==> src/rtl/wp_gate_pkg.sv <==
package wp_gate_pkg;

  // Sequence detector states
  typedef enum logic [1:0] {
    ST_LOCKED = 2'd0,
    ST_ARM1   = 2'd1,
    ST_ARM2   = 2'd2,
    ST_OPEN   = 2'd3
  } unlock_state_e;

  // Only the low address bits take part in command matching
  localparam int KEY_AW = 15;

  localparam logic [KEY_AW-1:0] KEY_ADDR_HI = 15'h5555;
  localparam logic [KEY_AW-1:0] KEY_ADDR_LO = 15'h2AAA;
  localparam logic [7:0]        KEY_DATA_1  = 8'hAA;
  localparam logic [7:0]        KEY_DATA_2  = 8'h55;
  localparam logic [7:0]        KEY_DATA_3  = 8'hA0;

endpackage

==> src/rtl/wpg_pwrup_lock.sv <==
module wpg_pwrup_lock #(
  parameter int LOCK_CYCLES = 1000000
) (
  input  logic clk,
  input  logic rst,
  output logic ready
);

  localparam int CW = (LOCK_CYCLES < 2) ? 1 : $clog2(LOCK_CYCLES + 1);

  logic ready_q;

  generate
    if (LOCK_CYCLES == 0) begin : g_nolock
      always_ff @(posedge clk) begin
        if (rst) ready_q <= 1'b0;
        else     ready_q <= 1'b1;
      end
    end else begin : g_lock
      logic [CW-1:0] cnt_q;
      always_ff @(posedge clk) begin
        if (rst) begin
          cnt_q   <= '0;
          ready_q <= 1'b0;
        end else if (!ready_q) begin
          cnt_q   <= cnt_q + CW'(1);
          ready_q <= (cnt_q == CW'(LOCK_CYCLES - 1));
        end
      end
    end
  endgenerate

  assign ready = ready_q;

  // Once the lockout has expired it stays expired until the next reset
  assert_lock_stays_R8: assert property (@(posedge clk) disable iff (rst)
    ready_q |=> ready_q);

endmodule

==> src/rtl/wpg_strobe_filter.sv <==
module wpg_strobe_filter #(
  parameter int ADDR_W     = 17,
  parameter int DATA_W     = 8,
  parameter int GLITCH_MIN = 3
) (
  input  logic              clk,
  input  logic              rst,
  input  logic              ce_n,
  input  logic              oe_n,
  input  logic              we_n,
  input  logic [ADDR_W-1:0] addr,
  input  logic [DATA_W-1:0] wdata,
  output logic              evt,
  output logic [ADDR_W-1:0] evt_addr,
  output logic [DATA_W-1:0] evt_data
);

  localparam int SAT  = (GLITCH_MIN < 1) ? 1 : GLITCH_MIN;
  localparam int CNT_W = (SAT < 2) ? 1 : $clog2(SAT + 1);

  logic              qual;
  logic              long_enough;
  logic [CNT_W-1:0]  cnt_q;
  logic              evt_q;
  logic [ADDR_W-1:0] cap_addr_q;
  logic [DATA_W-1:0] cap_data_q;

  // A write strobe needs chip and write enable low with outputs disabled
  assign qual = !ce_n && !we_n && oe_n;

  generate
    if (GLITCH_MIN <= 1) begin : g_nofilt
      assign long_enough = 1'b1;
    end else begin : g_filt
      assign long_enough = (cnt_q >= CNT_W'(GLITCH_MIN));
    end
  endgenerate

  always_ff @(posedge clk) begin
    if (rst) begin
      cnt_q      <= '0;
      evt_q      <= 1'b0;
      cap_addr_q <= '0;
      cap_data_q <= '0;
    end else begin
      evt_q <= 1'b0;
      if (qual) begin
        if (cnt_q != CNT_W'(SAT)) cnt_q <= cnt_q + CNT_W'(1);
        cap_addr_q <= addr;
        cap_data_q <= wdata;
      end else if (cnt_q != '0) begin
        cnt_q <= '0;
        // output enable dropping during a strobe discards it
        if (oe_n) evt_q <= long_enough;
      end
    end
  end

  assign evt      = evt_q;
  assign evt_addr = cap_addr_q;
  assign evt_data = cap_data_q;

  // An accepted strobe lasted at least the glitch threshold
  assert_min_width_R9: assert property (@(posedge clk) disable iff (rst)
    evt_q |-> ($past(cnt_q) >= CNT_W'(SAT)));

  // An accepted strobe ended with output enable high
  assert_oe_inhibit_R10: assert property (@(posedge clk) disable iff (rst)
    evt_q |-> $past(oe_n));

endmodule

==> src/rtl/wpg_unlock_fsm.sv <==
module wpg_unlock_fsm
  import wp_gate_pkg::*;
#(
  parameter int ADDR_W = 17,
  parameter int DATA_W = 8
) (
  input  logic              clk,
  input  logic              rst,
  input  logic              evt,
  input  logic [ADDR_W-1:0] evt_addr,
  input  logic [DATA_W-1:0] evt_data,
  input  logic              ready,
  input  logic              prog_busy,
  output logic              wr_open,
  output logic              byte_load,
  output logic [ADDR_W-1:0] load_addr,
  output logic [DATA_W-1:0] load_data,
  output logic              dummy_req
);

  unlock_state_e state_q, base_s, nxt_s;
  logic busy_q;
  logic rearm, take, ld, dm;
  logic hit1, hit2, hit3;
  logic wr_open_q, byte_load_q, dummy_q;
  logic [ADDR_W-1:0] load_addr_q;
  logic [DATA_W-1:0] load_data_q;

  assign hit1 = (evt_addr[KEY_AW-1:0] == KEY_ADDR_HI) && (evt_data == DATA_W'(KEY_DATA_1));
  assign hit2 = (evt_addr[KEY_AW-1:0] == KEY_ADDR_LO) && (evt_data == DATA_W'(KEY_DATA_2));
  assign hit3 = (evt_addr[KEY_AW-1:0] == KEY_ADDR_HI) && (evt_data == DATA_W'(KEY_DATA_3));

  // End of a programming cycle restores protection
  assign rearm = busy_q && !prog_busy;
  assign take  = evt && ready && !prog_busy;

  always_comb begin
    base_s = rearm ? ST_LOCKED : state_q;
    nxt_s  = base_s;
    ld     = 1'b0;
    dm     = 1'b0;
    if (take) begin
      unique case (base_s)
        ST_LOCKED: if (hit1) nxt_s = ST_ARM1;
                   else      dm    = 1'b1;
        ST_ARM1:   if (hit2) nxt_s = ST_ARM2;
                   else begin nxt_s = ST_LOCKED; dm = 1'b1; end
        ST_ARM2:   if (hit3) nxt_s = ST_OPEN;
                   else begin nxt_s = ST_LOCKED; dm = 1'b1; end
        ST_OPEN:   ld = 1'b1;
        default:   nxt_s = ST_LOCKED;
      endcase
    end
  end

  always_ff @(posedge clk) begin
    if (rst) begin
      state_q     <= ST_LOCKED;
      busy_q      <= 1'b0;
      wr_open_q   <= 1'b0;
      byte_load_q <= 1'b0;
      dummy_q     <= 1'b0;
      load_addr_q <= '0;
      load_data_q <= '0;
    end else begin
      state_q     <= nxt_s;
      busy_q      <= prog_busy;
      wr_open_q   <= (nxt_s == ST_OPEN);
      byte_load_q <= ld;
      dummy_q     <= dm;
      if (ld) begin
        load_addr_q <= evt_addr;
        load_data_q <= evt_data;
      end
    end
  end

  assign wr_open   = wr_open_q;
  assign byte_load = byte_load_q;
  assign dummy_req = dummy_q;
  assign load_addr = load_addr_q;
  assign load_data = load_data_q;

  // Load and dummy request never coincide
  assert_one_action_R4: assert property (@(posedge clk) disable iff (rst)
    $onehot0({byte_load_q, dummy_q}));

  // A byte load only follows a cycle with the gate open
  assert_load_needs_open_R3: assert property (@(posedge clk) disable iff (rst)
    byte_load_q |-> $past(wr_open_q));

  // Opening the gate is silent: the last command stores nothing
  assert_cmd_silent_R2: assert property (@(posedge clk) disable iff (rst)
    $rose(wr_open_q) |-> (!byte_load_q && !dummy_q));

  // Writes during a programming cycle have no effect
  assert_busy_blocks_R7: assert property (@(posedge clk) disable iff (rst)
    (byte_load_q || dummy_q) |-> !$past(prog_busy));

  // Protection is back one cycle after programming finishes
  assert_rearm_R6: assert property (@(posedge clk) disable iff (rst)
    $fell(prog_busy) |=> !wr_open_q);

endmodule

==> src/rtl/wp_unlock_gate.sv <==
module wp_unlock_gate #(
  parameter int ADDR_W      = 17,
  parameter int DATA_W      = 8,
  parameter int GLITCH_MIN  = 3,
  parameter int LOCK_CYCLES = 1000000
) (
  input  logic              clk,
  input  logic              rst,
  input  logic              ce_n,
  input  logic              oe_n,
  input  logic              we_n,
  input  logic [ADDR_W-1:0] addr,
  input  logic [DATA_W-1:0] wdata,
  input  logic              prog_busy,
  output logic              wr_open,
  output logic              byte_load,
  output logic [ADDR_W-1:0] load_addr,
  output logic [DATA_W-1:0] load_data,
  output logic              dummy_req
);

  logic              evt;
  logic [ADDR_W-1:0] evt_addr;
  logic [DATA_W-1:0] evt_data;
  logic              lock_ready;

  wpg_pwrup_lock #(.LOCK_CYCLES(LOCK_CYCLES)) u_lock (
    .clk   (clk),
    .rst   (rst),
    .ready (lock_ready)
  );

  wpg_strobe_filter #(
    .ADDR_W     (ADDR_W),
    .DATA_W     (DATA_W),
    .GLITCH_MIN (GLITCH_MIN)
  ) u_filt (
    .clk      (clk),
    .rst      (rst),
    .ce_n     (ce_n),
    .oe_n     (oe_n),
    .we_n     (we_n),
    .addr     (addr),
    .wdata    (wdata),
    .evt      (evt),
    .evt_addr (evt_addr),
    .evt_data (evt_data)
  );

  wpg_unlock_fsm #(
    .ADDR_W (ADDR_W),
    .DATA_W (DATA_W)
  ) u_fsm (
    .clk       (clk),
    .rst       (rst),
    .evt       (evt),
    .evt_addr  (evt_addr),
    .evt_data  (evt_data),
    .ready     (lock_ready),
    .prog_busy (prog_busy),
    .wr_open   (wr_open),
    .byte_load (byte_load),
    .load_addr (load_addr),
    .load_data (load_data),
    .dummy_req (dummy_req)
  );

  // No action of any kind while the power-up lockout runs
  assert_lockout_R8: assert property (@(posedge clk) disable iff (rst)
    (byte_load || dummy_req) |-> $past(lock_ready));

  // First cycle out of reset is quiet
  assert_reset_quiet_R1: assert property (@(posedge clk)
    $past(rst) |-> (!wr_open && !byte_load && !dummy_req));

endmodule

==> config.mk <==
export PLATFORM = sky130hd
export DESIGN_NAME = wp_unlock_gate
export DESIGN_NICKNAME = d
export VERILOG_FILES = /design/src/rtl/wp_gate_pkg.sv /design/src/rtl/wpg_pwrup_lock.sv /design/src/rtl/wpg_strobe_filter.sv /design/src/rtl/wpg_unlock_fsm.sv /design/src/rtl/wp_unlock_gate.sv
export SDC_FILE = /design/constraint.sdc
export NUM_CORES = 1
export LEC_CHECK = 0
export CORE_MARGIN = 2
export CORE_UTILIZATION = 52
export CTS_CLUSTER_DIAMETER = 40
export CTS_CLUSTER_SIZE = 24
export DETAILED_ROUTE_END_ITERATION = 8
export HOLD_SLACK_MARGIN = 0.05
export PLACE_DENSITY_LB_ADDON = 0.15
export SYNTH_ARGS = -nofsm -noshare
export SYNTH_HDL_FRONTEND = slang
export SYNTH_SLANG_ARGS = --single-unit
==> constraint.sdc <==
create_clock -name clk -period 2.5 [get_ports clk]
set_input_delay 0.5 -clock clk [delete_from_list [all_inputs] [get_ports clk]]
set_output_delay 0.5 -clock clk [all_outputs]
set_load 0.1 [all_outputs]
==> impl_metrics.tcl <==
set metrics [dict create \
    synth_top_family_by_area "simple AND/OR/NAND/NOR gates" \
    drive_above_1_share_pct 14.44 \
    drtIter0Drc 165 \
    worstPathArrival_ns 2.46 \
    wirelength_um 7074 \
    yosys.area_share.simple_pct 29.60 \
    fin_crit_sh_pct 87.69 \
    mappedNetlistArea_um2 3251 \
    drcViolationCount 0 \
    timing.fmax_mhz 456.2 \
    postCtsSetupBuffers 0 \
    place.detailed.hpwl_um 4865 \
    clock-sinks 80 \
    r2r-end "u_lock.g_lock.cnt_q[18]$_SDFFE_PP0N_" \
    grt_max_degree 44 \
    synth_edf_count 0 \
    grt_pass1_wl_um 12020 \
    cp.required_ns 2.77 \
    setup.worst_path.start "u_lock.g_lock.cnt_q[0]$_SDFFE_PP0N_" \
    rsz0062_at_grt "no" \
    grt_pass1_vias 2567 \
    crit_path_end_kind "flop" \
    worstMarginPinSlew_ns 0.4480 \
    synth-compound-area-share_pct 13.09 \
    htree_levels 3 \
    ant_nets 0 \
    viasPerCell 5.358 \
    die-area_um2 6900 \
    power_density_nw_per_um2 613.2 \
    cap_violations 0 \
    yosysWarnings 0 \
    start_util_pct 54.26 \
    n_fill_cell 518 \
    dp.cells 509 \
    die_y_um 83.07 \
    cts_tree "built" \
    place_area_um2 3819 \
    routedWlPerCell_um 13.47 \
    muxShareOfSynthArea_pct 0.6543 \
    clk_pin_slew_ns 0.08 \
    ctsHoldBuffers 0 \
    avgSynthCellArea_um2 8.335 \
    hold_depth 2 \
    yosysSeqAreaShare_pct 49.27 \
    syn_inst 390 \
    synthAdderAreaFrac_pct 1.155 \
    p_leak_nw 1.442 \
    final_cell_mix "109 x nand2_1, 80 x dfxtp_1, 61 x a21oi_1" \
    antenna_cells 0 \
    gp_routability_congestion 0.7585 \
    status "completed" \
    final_common_cell "nand2_1" \
    grt_overflow_total 0 \
    nets 479 \
    clk_latency_ns 0.34 \
    fin_cells 525 \
    antenna_found_initial 0 \
    setup_ws_ns 0.3078 \
    synth.distinct_cells 50 \
    crit_type "flop to flop" \
    rr_startpoint "u_lock.g_lock.cnt_q[0]$_SDFFE_PP0N_" \
    crit_fanout 7 \
    dp_slack_ns 0.3220 \
    setup_tns_ns 0 \
    pwr-share-seq_pct 53.0 \
    setup_violations 0 \
    synthXorXnorAreaFrac_pct 2.694 \
    p_clk_share_pct 42.1 \
    grt_usage_pct 21.10 \
    hold_path_class "flop to flop" \
    syn-num-nets 424 \
    port-buffer-count 58 \
    rrSetupSlack_ns 0.31 \
    internal_power_mw 1.947 \
    slew-limit-headroom_pct 70.13 \
    design.core.area_um2 5991 \
    yosys_most_used_dff "dfxtp_1" \
    syn_to_final_growth_pct 24.29 \
    r2r_cells 5 \
    max-vdd-ir-drop_mv 0.3642 \
    cts_buffers 9 \
    clk_root_buffer_cell "clkbuf_8" \
    start_kind "flop" \
    final_core_util_pct 67.44 \
    ios 59 \
    fin_skew_ns 0.01054 \
    netSwitchingFraction_pct 21.41 \
    cts_buffer_depth 2 \
    finalMaxSlewViolations 0 \
    power_switching_mw 0.5303 \
    crit_path_end "u_lock.g_lock.cnt_q[18]$_SDFFE_PP0N_" \
    p_comb_share_pct 4.9 \
    die-width_um 83.07 \
    ys_async_sr_fraction_pct 0 \
    dr.pass1.iters 5 \
    dr_total_vias 2813 \
    post_cts_resized 0 \
    num_rows 28 \
    hold_viol 0 \
    fin_crit_ns 2.192 \
    ys_ff_latch 80 \
    final_area_um2 4040 \
]
-- power by group through the flow --
stage	Clock [mW]	Combinational, mW	Sequential (mW)
4_1_cts	1.06	0.124	1.31
3_5_place_dp	0	0.123	1.34
2_1_floorplan	0	0.0587	1.34
6_report	1.04	0.123	1.31
3_3_place_gp	0	0.121	1.34
5_1_grt	1.11	0.136	1.32
-- final cells by class --
cell class                 count  area, um^2  share of cell area [%]
clock buffer                  11       141.4                   3.500
inverter                       7       26.28                  0.6504
multi-input combinational    282        1539                   38.09
timing repair buffer          65       558.0                   13.81
clock inverter                 5       80.08                   1.982
sequential                    80        1602                   39.64
tap                           75       93.84                   2.323
-- critical path: stages (launching register included) --
cell and delay [ns]:
dfxtp_1 0.42, ha_1 0.21, and3b_2 0.24, or4b_1 0.57
or4_1 0.54, a21oi_1 0.15
-- kinds of logic (layout without fill, tap and decap cells) --
| family | Yosys count | count (layout) |
|---|---|---|
| AO/OA/AOI/OAI | 79 | 79 |
| XOR/XNOR | 10 | 10 |
| adder cells (fa/ha/maj) | 3 | 3 |
| buffers and inverters | 28 | 88 |
| flip-flops | 80 | 80 |
| multiplexers | 2 | 2 |
| AND/OR/NAND/NOR | 188 | 188 |
-- metal layers --
| metal | GRT usage (%) | share of wire (%) | up-vias |
|---|---|---|---|
| li1 | - | - | 1446 |
| met5 | 0 | 0 | - |
| met4 | 8.495 | 1.1 | 0 |
| met1 | 28.98 | 47 | 1289 |
| met2 | 32.99 | 47 | 72 |
| met3 | 3.678 | 4.9 | 6 |
-- how the worst min path moves through the flow --
stage | from | to | slack (ns)
global route | u_filt.evt_addr[15]$_SDFFE_PP0P_ | u_filt.evt_addr[15]$_SDFFE_PP0P_ | 0.48
global placement | u_fsm.load_addr[4]$_SDFFE_PP0P_ | u_fsm.load_addr[4]$_SDFFE_PP0P_ | 0.44
finish | u_filt.evt_addr[15]$_SDFFE_PP0P_ | u_fsm.load_addr[15]$_SDFFE_PP0P_ | 0.46
detailed placement | u_fsm.load_addr[2]$_SDFFE_PP0P_ | u_fsm.load_addr[2]$_SDFFE_PP0P_ | 0.45
floorplan | u_filt.evt_addr[15]$_SDFFE_PP0P_ | u_fsm.load_addr[15]$_SDFFE_PP0P_ | 0.43
CTS | u_filt.evt_addr[15]$_SDFFE_PP0P_ | u_filt.evt_addr[15]$_SDFFE_PP0P_ | 0.46
-- registers in the layout, summed over array words and instances, names as in the netlist, 2 cells and up --
| register | count |
|---|---|
| u_lock.g_lock.cnt_q | 20 |
| u_filt.evt_addr | 17 |
| u_fsm.load_data | 8 |
| u_fsm.load_addr | 17 |
| u_fsm.state_q | 2 |
| u_filt.evt_data | 8 |
| u_filt.cnt_q | 2 |
-- synthesized netlist by cell type (all sizes together), types with 4 or more instances --
| cell | count | area share (%) |
|---|---|---|
| nor4 | 5 | 1.2 |
| nand4 | 5 | 1.2 |
| nand2 | 109 | 13 |
| nand4b | 4 | 1.5 |
| nor4bb | 4 | 1.2 |
| nor2 | 16 | 1.8 |
| o21ai | 8 | 1.2 |
| inv | 7 | 0.81 |
| or4 | 4 | 0.92 |
| xnor2 | 5 | 1.3 |
| clkbuf | 19 | 2.3 |
| or3 | 6 | 1.2 |
| dfxtp | 80 | 49 |
| nor3 | 4 | 0.62 |
| xor2 | 5 | 1.3 |
| a21oi | 61 | 9.4 |
| nand3 | 6 | 0.92 |
-- stage by stage --
step / power, mW / hold WS (ns)
CTS: 2.496 / 0.4605
global route: 2.566 / 0.4781
finish: 2.477 / 0.4568
floorplan: 1.395 / 0.4322
detailed placement: 1.465 / 0.4491
global placement: 1.462 / 0.4433
(Power assumes the default switching activity.)
